--- config.mk ---
export PLATFORM = sky130hd
export DESIGN_NAME = flash_guard
export DESIGN_NICKNAME = d
export VERILOG_FILES = /design/src/rtl/fg_pkg.sv /design/src/rtl/fg_ctrl.sv /design/src/rtl/fg_regs.sv /design/src/rtl/flash_guard.sv
export SDC_FILE = /design/constraint.sdc
export NUM_CORES = 1
export LEC_CHECK = 0
export BUFFER_PORTS_ARGS = -buffer_cell sky130_fd_sc_hd__buf_2
export CAP_MARGIN = 5
export CORE_MARGIN = 10
export CORE_UTILIZATION = 47
export DETAILED_ROUTE_END_ITERATION = 7
export PLACE_DENSITY = 0.84
export SETUP_SLACK_MARGIN = 0.02
export SYNTH_ARGS = -nofsm -noshare
export SYNTH_HDL_FRONTEND = slang
export SYNTH_SLANG_ARGS = --single-unit
--- constraint.sdc ---
create_clock -name clk -period 2.1 [get_ports clk]
set_input_delay 0.21 -clock clk [delete_from_list [all_inputs] [get_ports clk]]
set_output_delay 0.21 -clock clk [all_outputs]
set_load 0.01 [all_outputs]
--- src/rtl/fg_pkg.sv ---
package fg_pkg;
  typedef struct packed {
    logic wrCtrl;   // control byte write
    logic wrEmu;    // emulation flag write
    logic wrMask;   // some mask byte write (index decoded in datapath)
    logic abortNow; // error hit this cycle: drop mode bits
    logic warmClr;  // warm reset: clear software registers
  } fgStrobe_t;

  localparam int CTRL_ADDR = 0;
  localparam int EMU_ADDR  = 1;
  localparam int MASK_BASE = 2;
endpackage

--- src/rtl/fg_ctrl.sv ---
module fg_ctrl
  import fg_pkg::*;
#(
  parameter int ADDR_W = 2
) (
  input  logic              clk,
  input  logic              porRstN,
  input  logic              warmRst,
  input  logic              regWe,
  input  logic [ADDR_W-1:0] regAddr,
  input  logic              modeActive,
  input  logic              flashRd,
  input  logic              excEntry,
  input  logic              sleepEvt,
  output fgStrobe_t         strb,
  output logic              abortReq,
  output logic              errLock
);
  logic errHit;

  assign errHit   = modeActive & (flashRd | excEntry | sleepEvt);
  assign abortReq = errHit;

  always_comb begin
    strb.wrCtrl   = regWe & (regAddr == ADDR_W'(CTRL_ADDR));
    strb.wrEmu    = regWe & (regAddr == ADDR_W'(EMU_ADDR));
    strb.wrMask   = regWe & (regAddr >= ADDR_W'(MASK_BASE));
    strb.abortNow = errHit;
    strb.warmClr  = warmRst;
  end

  always_ff @(posedge clk or negedge porRstN) begin
    if (!porRstN)    errLock <= 1'b0;
    else if (errHit) errLock <= 1'b1;
  end

  // the lock never drops without power-on reset
  p_lock_sticky_r9: assert property (@(posedge clk) disable iff (!porRstN)
    errLock |=> errLock);
  // a hit during an effective operation sets the lock
  p_hit_locks_r4: assert property (@(posedge clk) disable iff (!porRstN)
    (modeActive && (flashRd || excEntry || sleepEvt)) |=> errLock);
  // no abort without an effective operation
  p_no_idle_abort_r10: assert property (@(posedge clk) disable iff (!porRstN)
    (!modeActive) |-> !abortReq);
endmodule

--- src/rtl/fg_regs.sv ---
module fg_regs
  import fg_pkg::*;
#(
  parameter int NBLK   = 16,
  parameter int ADDR_W = 2
) (
  input  logic              clk,
  input  logic              porRstN,
  input  fgStrobe_t         strb,
  input  logic              errLock,
  input  logic [ADDR_W-1:0] regAddr,
  input  logic [7:0]        regWdata,
  output logic [7:0]        regRdata,
  output logic [NBLK-1:0]   pgmAllow,
  output logic [NBLK-1:0]   ersAllow,
  output logic              pgmActive,
  output logic              ersActive,
  output logic              modeActive
);
  localparam int MASK_BYTES = (NBLK + 7) / 8;
  localparam int MASK_W     = MASK_BYTES * 8;

  logic pgmBit, ersBit, pgmVfy, ersVfy, swEn, emuOn;
  logic [MASK_W-1:0] maskReg;
  logic [NBLK-1:0]   blkSel;
  logic              gateOpen;

  always_ff @(posedge clk or negedge porRstN) begin
    if (!porRstN) begin
      pgmBit <= 1'b0; ersBit <= 1'b0; pgmVfy <= 1'b0;
      ersVfy <= 1'b0; swEn   <= 1'b0; emuOn  <= 1'b0;
    end else if (strb.warmClr) begin
      pgmBit <= 1'b0; ersBit <= 1'b0; pgmVfy <= 1'b0;
      ersVfy <= 1'b0; swEn   <= 1'b0; emuOn  <= 1'b0;
    end else begin
      if (strb.wrCtrl) begin
        pgmBit <= regWdata[0] & ~errLock & ~strb.abortNow;
        ersBit <= regWdata[1] & ~errLock & ~strb.abortNow;
        pgmVfy <= regWdata[2];
        ersVfy <= regWdata[3];
        swEn   <= regWdata[6];
      end else if (strb.abortNow) begin
        pgmBit <= 1'b0;
        ersBit <= 1'b0;
      end
      if (strb.wrEmu) emuOn <= regWdata[0];
    end
  end

  for (genvar b = 0; b < MASK_BYTES; b++) begin : g_mask
    always_ff @(posedge clk or negedge porRstN) begin
      if (!porRstN)           maskReg[b*8 +: 8] <= 8'h00;
      else if (strb.warmClr)  maskReg[b*8 +: 8] <= 8'h00;
      else if (strb.wrMask && regAddr == ADDR_W'(MASK_BASE + b))
                              maskReg[b*8 +: 8] <= regWdata;
    end
  end

  assign blkSel     = maskReg[NBLK-1:0];
  assign gateOpen   = swEn & ~emuOn & ~errLock;
  assign pgmAllow   = {NBLK{gateOpen}};
  assign ersAllow   = {NBLK{gateOpen}} & blkSel;
  assign pgmActive  = pgmBit & gateOpen;
  assign ersActive  = ersBit & gateOpen & (|blkSel);
  assign modeActive = pgmActive | ersActive;

  always_comb begin
    regRdata = 8'h00;
    if (regAddr == ADDR_W'(CTRL_ADDR))
      regRdata = {errLock, swEn, 2'b00, ersVfy, pgmVfy, ersBit, pgmBit};
    else if (regAddr == ADDR_W'(EMU_ADDR))
      regRdata = {7'b0, emuOn};
    for (int b = 0; b < MASK_BYTES; b++)
      if (regAddr == ADDR_W'(MASK_BASE + b)) regRdata = maskReg[b*8 +: 8];
  end

  // an abort leaves both mode bits clear
  p_abort_drops_r6: assert property (@(posedge clk) disable iff (!porRstN)
    strb.abortNow |=> (!pgmBit && !ersBit));
  // no operation runs while locked
  p_locked_idle_r7: assert property (@(posedge clk) disable iff (!porRstN)
    errLock |-> (!pgmActive && !ersActive));
  // erase permission never exceeds the selection
  p_ers_subset_r2: assert property (@(posedge clk) disable iff (!porRstN)
    ((ersAllow & ~blkSel) == '0) && (ersActive -> (|blkSel)));
  // emulation overlay shuts everything
  p_emu_block_r3: assert property (@(posedge clk) disable iff (!porRstN)
    emuOn |-> (pgmAllow == '0 && !pgmActive && !ersActive));
endmodule

--- src/rtl/flash_guard.sv ---
module flash_guard
  import fg_pkg::*;
#(
  parameter int NBLK = 16,
  localparam int MASK_BYTES = (NBLK + 7) / 8,
  localparam int ADDR_W = $clog2(MASK_BYTES + 2)
) (
  input  logic              clk,
  input  logic              porRstN,
  input  logic              warmRst,
  input  logic              regWe,
  input  logic [ADDR_W-1:0] regAddr,
  input  logic [7:0]        regWdata,
  output logic [7:0]        regRdata,
  input  logic              flashRd,
  input  logic              excEntry,
  input  logic              sleepEvt,
  output logic [NBLK-1:0]   pgmAllow,
  output logic [NBLK-1:0]   ersAllow,
  output logic              pgmActive,
  output logic              ersActive,
  output logic              abortReq,
  output logic              errLock
);
  fgStrobe_t strb;
  logic      modeActive;

  fg_ctrl #(.ADDR_W(ADDR_W)) ctrl_i (
    .clk, .porRstN, .warmRst, .regWe, .regAddr, .modeActive,
    .flashRd, .excEntry, .sleepEvt, .strb, .abortReq, .errLock
  );

  fg_regs #(.NBLK(NBLK), .ADDR_W(ADDR_W)) regs_i (
    .clk, .porRstN, .strb, .errLock, .regAddr, .regWdata, .regRdata,
    .pgmAllow, .ersAllow, .pgmActive, .ersActive, .modeActive
  );
endmodule

* Word-level counts from Yosys, hierarchy flattened
Cells that the tools add are included.
W data, S select, Z words.
** Word-level totals
- Memories :: 0
- Flip-flop bits (word level) :: 23
- Bits in writable memories :: 0
- ROM bits :: 0
- Bits in latches :: 0
** Cells by class
- Bitwise gates (word level) :: 20
- Multipliers :: 0
- Shift operators :: 0
- Equality and inequality tests :: 3
- $add $sub $neg :: 0
- Mux-type cells :: 21
- Reductions and logical operators :: 9
- Divide/modulo/power cells :: 0
- $lt $le $gt $ge :: 1
** Operators by type and width (number)
- $mux W8 :: 7
- $and A16 B16 Y16 :: 1
- $reduce_or A16 Y1 :: 1
- $mux W1 :: 14
- $and A1 B1 Y1 :: 13
- $reduce_bool A2 Y1 :: 4
- $eq A2 B2 Y1 const B :: 2
- $not A1 Y1 :: 3
- $or A1 B1 Y1 :: 3
- $reduce_bool A3 Y1 :: 1
- $eq A2 B1 Y1 const B :: 1
- $ge A2 B2 Y1 const B :: 1
- $logic_and A1 B1 Y1 :: 2
- $logic_not A2 Y1 :: 1

* Longest topological paths before layout
Gate-level depths: netlist of the first run.
- Depth after elaboration :: 11
- Mapped depth :: 4

* Cells and area by module
A second synthesis of the first run with hierarchy kept.
** Second synthesis, totals
- Cell total of the unflattened synthesis :: 144
- Area total of the unflattened synthesis :: 1458.9 sq um
** Modules (own cells, without submodules)
- fg_regs :: cells each 136, area each 1381.3 sq um, times used 1
- fg_ctrl :: cells each 8, area each 77.6 sq um, times used 1

* Least setup slack after synthesis of the first run
No wires, ideal clock.
- Kind :: reg2out
- Start point :: register ctrl_i.errLock
- End point :: output ersAllow[0]
- Buffers on the path :: 1
- Cell stages (with the launch flop) :: 4
- Setup slack :: 455 ps
- Data required time :: 1890 ps
- Arrival :: 1435 ps
- Cells stage by stage :: dfrtp_1 > nor3b_1 > clkbuf_1 > and2_1
** Between the ends
- Word-level cells in the longest chain between the ends :: 3
** RTL lines
- start, declared :: line fg_ctrl.sv:17 : output logic errLock
- start signal, assigned :: line fg_ctrl.sv:33 : if (!porRstN) errLock <= 1'b0;
- start signal, assigned :: line fg_ctrl.sv:34 : else if (errHit) errLock <= 1'b1;
- $not A1 Y1 :: line fg_regs.sv:60 : assign gateOpen = swEn & ~emuOn & ~errLock;
- $and A1 B1 Y1 :: line fg_regs.sv:60
- net regs_i.gateOpen :: line fg_regs.sv:26 : logic gateOpen;
- $and A16 B16 Y16 :: line fg_regs.sv:62 : assign ersAllow = {NBLK{gateOpen}} & blkSel;
- end, declared :: line flash_guard.sv:19 : output logic [NBLK-1:0] ersAllow,
The timed path passes the listed nets, and every way through them passes these cells.

* Worst setup path in the final report of the first run
- Start point :: register ctrl_i.errLock
- End point :: output ersAllow[1]
** Between the ends
- Word-level cells in the longest chain between the ends :: 3
** RTL lines (line)
- $not A1 Y1 :: fg_regs.sv:60
- $and A1 B1 Y1 :: fg_regs.sv:60
- $and A16 B16 Y16 :: fg_regs.sv:62
Every way passes these cells.

==> results of run 1 <==
kinds of logic (layout without fill, tap and decap cells):
group | Yosys count | after routing | share of synthesized area
AO/OA/AOI/OAI | 7 | 7 | 0.0457
buffers and inverters | 23 | 67 | 0.106
flip-flops | 23 | 23 | 0.405
multiplexers | 30 | 30 | 0.224
AND/OR/NAND/NOR | 56 | 56 | 0.219
layout by cell type, fill, tap and decap left out:
master         count
and2_1            16
mux4_2             1
or2_1              1
dlygate4sd3_1      1
nor2b_1            4
nor4_1             4
buf_2             60
nand3_2            1
and3_2             1
nor3b_4            1
dfrtp_1           23
o32a_2             1
and2_2             1
buf_4              2
mux2i_1           24
nand4_1            1
nor2_1            21
nor3_1             2
nor3b_2            1
clkinv_2           1
o211a_1            1
clkbuf_4           3
nand3b_1           2
a22o_1             5
mux2_2             5
report_power, final:
group | switching, W | internal (W) | leakage, nW
Clock | 0.000136 | 0.0000711 | 0.0177
Combinational | 0.0000895 | 0.0000688 | 0.692
Sequential | 0.0000232 | 0.000460 | 0.316
Total | 0.000248 | 0.000600 | 1.03
repair_timing:
action	4_1_cts	5_1_grt
setup endpoints to repair	0	5
resized for setup	0	1
hold endpoints to repair	23	0
hold buffers	1	0
buffers inserted	0	0
routing by layer:
layer  GRT usage  up-vias
met5           0        -
met4      0.0546        0
met3      0.0447        6
met2       0.235       50
met1       0.157      554
li1            -      555
critical path, delay by kind of cell (launching register included):
kind,cells,cell delay [ps]
flops,1,480
simple gates,2,490
buf+inv,2,410
registers in the layout, summed over array words and instances, names as in the netlist:
name,cells
regs_i.swEn,1
regs_i.pgmBit,1
regs_i.ersBit,1
ctrl_i.errLock,1
regs_i.ersVfy,1
regs_i.pgmVfy,1
regs_i.blkSel,16
regs_i.emuOn,1
metrics by stage:
| step | total power [W] | utilization | hold WS (ps) | worst slack, ps | instances |
|---|---|---|---|---|---|
| after floorplan | 0.000586 | - | -85.6 | 455 | 139 |
| after global placement | 0.000640 | 0.576 | 203 | 601 | 209 |
| after detailed placement | 0.000647 | 0.576 | 213 | 469 | 209 |
| after CTS | 0.000852 | 0.590 | 147 | 121 | 214 |
| after global routing | 0.000889 | 0.592 | 167 | 32.1 | 214 |
| final | 0.000849 | 0.592 | 158 | 205 | 214 |
cell type report:
| type | instances | area [µm²] |
|---|---|---|
| fill | 236 | 1150 |
| multi-input combinational | 93 | 707 |
| sequential | 23 | 576 |
| timing repair buffer | 63 | 325 |
| tap | 31 | 38.8 |
| clock buffer | 3 | 22.5 |
| clock inverter | 1 | 5.00 |
path summary, 6_finish.rpt:
kind                       cells after the start  slack [ps]              from           endpoint
max reg2reg                                    4         570  regs_i.blkSel[2]     ctrl_i.errLock
max                                            4         210    ctrl_i.errLock        ersAllow[1]
min                                            3         160       regWdata[4]  regs_i.blkSel[12]
max in group asynchronous                      2        1350           porRstN       regs_i.emuOn
min in group asynchronous                      2         380           porRstN   regs_i.blkSel[4]
min reg2reg                                    2         560     regs_i.pgmVfy      regs_i.pgmVfy
==> results.json, run 1 <==
{
  "crit_required_ps": 1890,
  "fin_crit_sh": 0.902,
  "yosysTopAreaCell": "dfrtp_1",
  "rsz0062_at_grt": "false",
  "cts_tree": "done",
  "synth-seq-cells": 23,
  "ioPinCount": 61,
  "fin_worst_skew_ps": 8.66,
  "fin_nets": 201,
  "routed.top_layer": "met4",
  "synthTopCellsByArea": "dfrtp_1 (40%), mux2i_1 (17%), buf_4 (9.0%)",
  "hold_viol": 0,
  "initial_core_util": 0.503,
  "grt_usage": 0.138,
  "wl_per_cell_um": 18.6,
  "synth-edff-count": 0,
  "grt_max_degree": 24,
  "ys_warn_count": 0,
  "core_um2": 2830,
  "chipHeight_um": 75.0,
  "antenna_cells": 0,
  "startpoint_type": "register",
  "place.gp.congestion": 0.894,
  "dpl_cell_area_um2": 1630,
  "synthArstFlopShare": 1.00,
  "wl_met3_um": 390,
  "synth_cell_type_count": 23,
  "leakagePower_nw": 1.03,
  "die_width_um": 75.0,
  "cts_buffers": 3,
  "arrival_ps": 1680,
  "ys_top_cells_by_count": "mux2i_1 (24), dfrtp_1 (23), nor2_1 (21)",
  "path_clk_slew_ps": 130,
  "syn_area_um2": 1420,
  "wl_um": 3990,
  "antenna_found_initial": 0,
  "tns_ps": 0,
  "root_buffer": "clkbuf_4",
  "vias": 1165,
  "status": "completed",
  "drtIter0Drc": 61,
  "synthesis.nets": 156,
  "end_kind": "output port",
  "netlist.area_leader.share": 0.405,
  "grt_pass1_wl_um": 6010,
  "clkLatencyLatePin_ps": 310,
  "ir_drop_uv": 310,
  "cellPowerDensity_nw_per_um2": 507,
  "slowest_stage": "dfrtp_1",
  "overflow": 0,
  "portBuffers": 60,
  "drtAntennaViolNets": 0,
  "fin_crit_ps": 1890,
  "relSlewSlack": 0.587,
  "synth_flop_cell": "dfrtp_1",
  "drive_above_1_share": 0.426,
  "synth_most_common_cell": "mux2i_1",
  "path_max_fanout": 23,
  "syn_to_final_growth_pct": 17.7,
  "setup_viol_count_final": 0,
  "max_stage_delay_ps": 480,
  "syn_inst": 139,
  "cts_htree_levels": 1,
  "met2WireLength_um": 1940,
  "grt_pass1_vias": 1180,
  "dieArea_um2": 5630,
  "worst_slew_pin_slew_ps": 617,
  "hold_path.class": "primary input to register",
  "viasPerCell": 5.44,
  "hpwlAfterDp_um": 3030,
  "drc": 0,
  "slew_violations": 0,
  "cp_cell_sequence": "nor3b_4, buf_4, and2_1, buf_2",
  "wl_met1_um": 1580,
  "clock_path_buffers": 2,
  "max_clock_freq_mhz": 528,
  "crit_type": "register to output port",
  "yosysSeqAreaShare": 0.405,
  "max_cap_viol_count": 0,
  "avgSynthCellArea_um2": 10.2,
  "cts.sinks": 23,
  "placementRows": 19,
  "final_cell_area_um2": 1670,
  "drtPass1Iterations": 4
}
Power figures use the tool's default switching activity.
==> run 2, diff against run 1 <==
--- a/config.mk
+++ b/config.mk
@@ -10,8 +10,9 @@
 export CORE_MARGIN = 10
 export CORE_UTILIZATION = 47
 export DETAILED_ROUTE_END_ITERATION = 7
-export PLACE_DENSITY = 0.84
+export PLACE_DENSITY_LB_ADDON = 0.08
 export SETUP_SLACK_MARGIN = 0.02
+export SKIP_LAST_GASP = 1
 export SYNTH_ARGS = -nofsm -noshare
 export SYNTH_HDL_FRONTEND = slang
 export SYNTH_SLANG_ARGS = --single-unit
==> results.json, run 2 (synthesis gave the netlist of run 1 again) <==
{
  "overflow": 0,
  "drc": 0,
  "root_buffer": "clkbuf_4",
  "drive_above_1_share": 0.424,
  "max_cap_viol_count": 0,
  "grt_pass1_vias": 1212,
  "fin_nets": 202,
  "chipHeight_um": 75.0,
  "core_um2": 2830,
  "drtIter0Drc": 51,
  "antenna_found_initial": 0,
  "p_seq_frac": 0.571,
  "wl_per_cell_um": 17.5,
  "r2r_cells": 4,
  "cts_tree": "done",
  "hold_path.class": "primary input to register",
  "power.switching_w": 0.000241,
  "antenna_cells": 0,
  "place.gp.congestion": 0.824,
  "final_cell_mix": "buf_2 (60), mux2i_1 (24), dfrtp_1 (23)",
  "startpoint_type": "register",
  "path_clk_slew_ps": 130,
  "r2r_start": "regs_i.blkSel[4]",
  "cp_cell_sequence": "nor4_1, nand4_1, o211a_1, buf_2",
  "final_cell_area_um2": 1670,
  "regToRegSetupSlack_ps": 560,
  "clkLatencyLatePin_ps": 310,
  "dpl_cell_area_um2": 1640,
  "cts_buffers": 3,
  "end_kind": "output port",
  "die_width_um": 75.0,
  "hold_start": "regWdata[5]",
  "grt_usage": 0.133,
  "cts_htree_levels": 1,
  "r2r-end": "ctrl_i.errLock",
  "final_common_cell": "buf_2",
  "cts_resized": 0,
  "hpwlAfterDp_um": 2820,
  "largest_register_ffs": 16,
  "comb_power_share": 0.184,
  "vias": 1162,
  "drtAntennaViolNets": 0,
  "clock_path_buffers": 2,
  "viasPerCell": 5.40,
  "arrival_ps": 1700,
  "worstHoldEndpoint": "regs_i.blkSel[13]",
  "netSwitchingFraction": 0.285,
  "cts.sinks": 23,
  "ioPinCount": 61,
  "crit_family": "simple AND/OR/NAND/NOR gates",
  "fin_crit_sh": 0.907,
  "fill_cells": 255,
  "relSlewSlack": 0.600,
  "portBuffers": 60,
  "max_stage_delay_ps": 430,
  "fin_worst_skew_ps": 13.1,
  "p_int_w": 0.000603,
  "wl_um": 3750,
  "drtPass1Iterations": 4,
  "max_clock_freq_mhz": 525,
  "path_max_fanout": 4,
  "placementRows": 19,
  "cellPowerDensity_nw_per_um2": 504,
  "status": "completed",
  "crit_required_ps": 1890,
  "hold_viol": 0,
  "critPathLaunch": "regs_i.blkSel[4]",
  "rsz0062_at_grt": "false",
  "slew_violations": 0,
  "worst_slew_pin_slew_ps": 598,
  "setup_viol_count_final": 0,
  "initial_core_util": 0.503,
  "crit_type": "register to output port",
  "ir_drop_uv": 429,
  "tns_ps": 0,
  "slowest_stage": "dfrtp_1",
  "fin_crit_ps": 1910,
  "leakagePower_nw": 1.03,
  "grt_pass1_wl_um": 5850,
  "syn_to_final_growth_pct": 17.7,
  "pwr-share-clk": 0.245,
  "min_path_cells": 3,
  "grt_max_degree": 24,
  "path_buf_inv": 1,
  "dieArea_um2": 5630
}
run 2: cell types whose count changed in the layout (fill, tap and decap cells not counted), sizes merged:
cell | before | now
clkbuf | 3 | 4
clkinv | 1 | 0
buf | 62 | 63
run 2: worst min-delay path, stage by stage:
cell and delay (ps):
buf_2 90, mux2i_1 60, nor2_1 70
run 2: stage by stage:
step	hold WS (ps)	total power, W	cells	utilization	setup WS, ps
2_1_floorplan	-85.6	0.000586	139	-	455
3_3_place_gp	221	0.000645	210	0.579	526
3_5_place_dp	209	0.000646	210	0.579	547
4_1_cts	144	0.000852	215	0.592	184
5_1_grt	154	0.000899	215	0.592	60.5
6_report	140	0.000844	215	0.592	195
run 2: routing by layer:
metal	routed length, µm	track usage	vias up
met5	0	0	-
met2	1670	0.210	51
met4	36	0.0420	0
li1	-	-	557
met1	1590	0.161	550
met3	455	0.0526	4
run 2: power by group through the flow:
| stage | clock network (W) | registers [W] | logic [W] |
|---|---|---|---|
| detailed placement | 0 | 0.000490 | 0.000156 |
| global placement | 0 | 0.000489 | 0.000156 |
| finish | 0.000207 | 0.000482 | 0.000155 |
| CTS | 0.000212 | 0.000482 | 0.000158 |
| floorplan | 0 | 0.000484 | 0.000102 |
| global route | 0.000240 | 0.000486 | 0.000174 |
run 2: what timing repair did:
item	CTS	global route
buffers inserted	0	0
hold endpoints to repair	23	0
hold buffers	1	0
run 2: how the worst max path moves through the flow:
stage | to | slack [ps] | cells past startpoint
global placement | abortReq | 530 | 4
floorplan | ersAllow[0] | 450 | 3
global route | abortReq | 60 | 4
detailed placement | abortReq | 550 | 4
CTS | abortReq | 180 | 4
finish | abortReq | 190 | 4
run 2: layout make-up:
| type | count | area, µm² | area share |
|---|---|---|---|
| multi-input cells | 93 | 701 | 0.419 |
| repair buffers | 64 | 333 | 0.199 |
| well taps | 31 | 38.8 | 0.0232 |
| flip-flops and latches | 23 | 576 | 0.344 |
| clock buffers | 4 | 26.3 | 0.0157 |
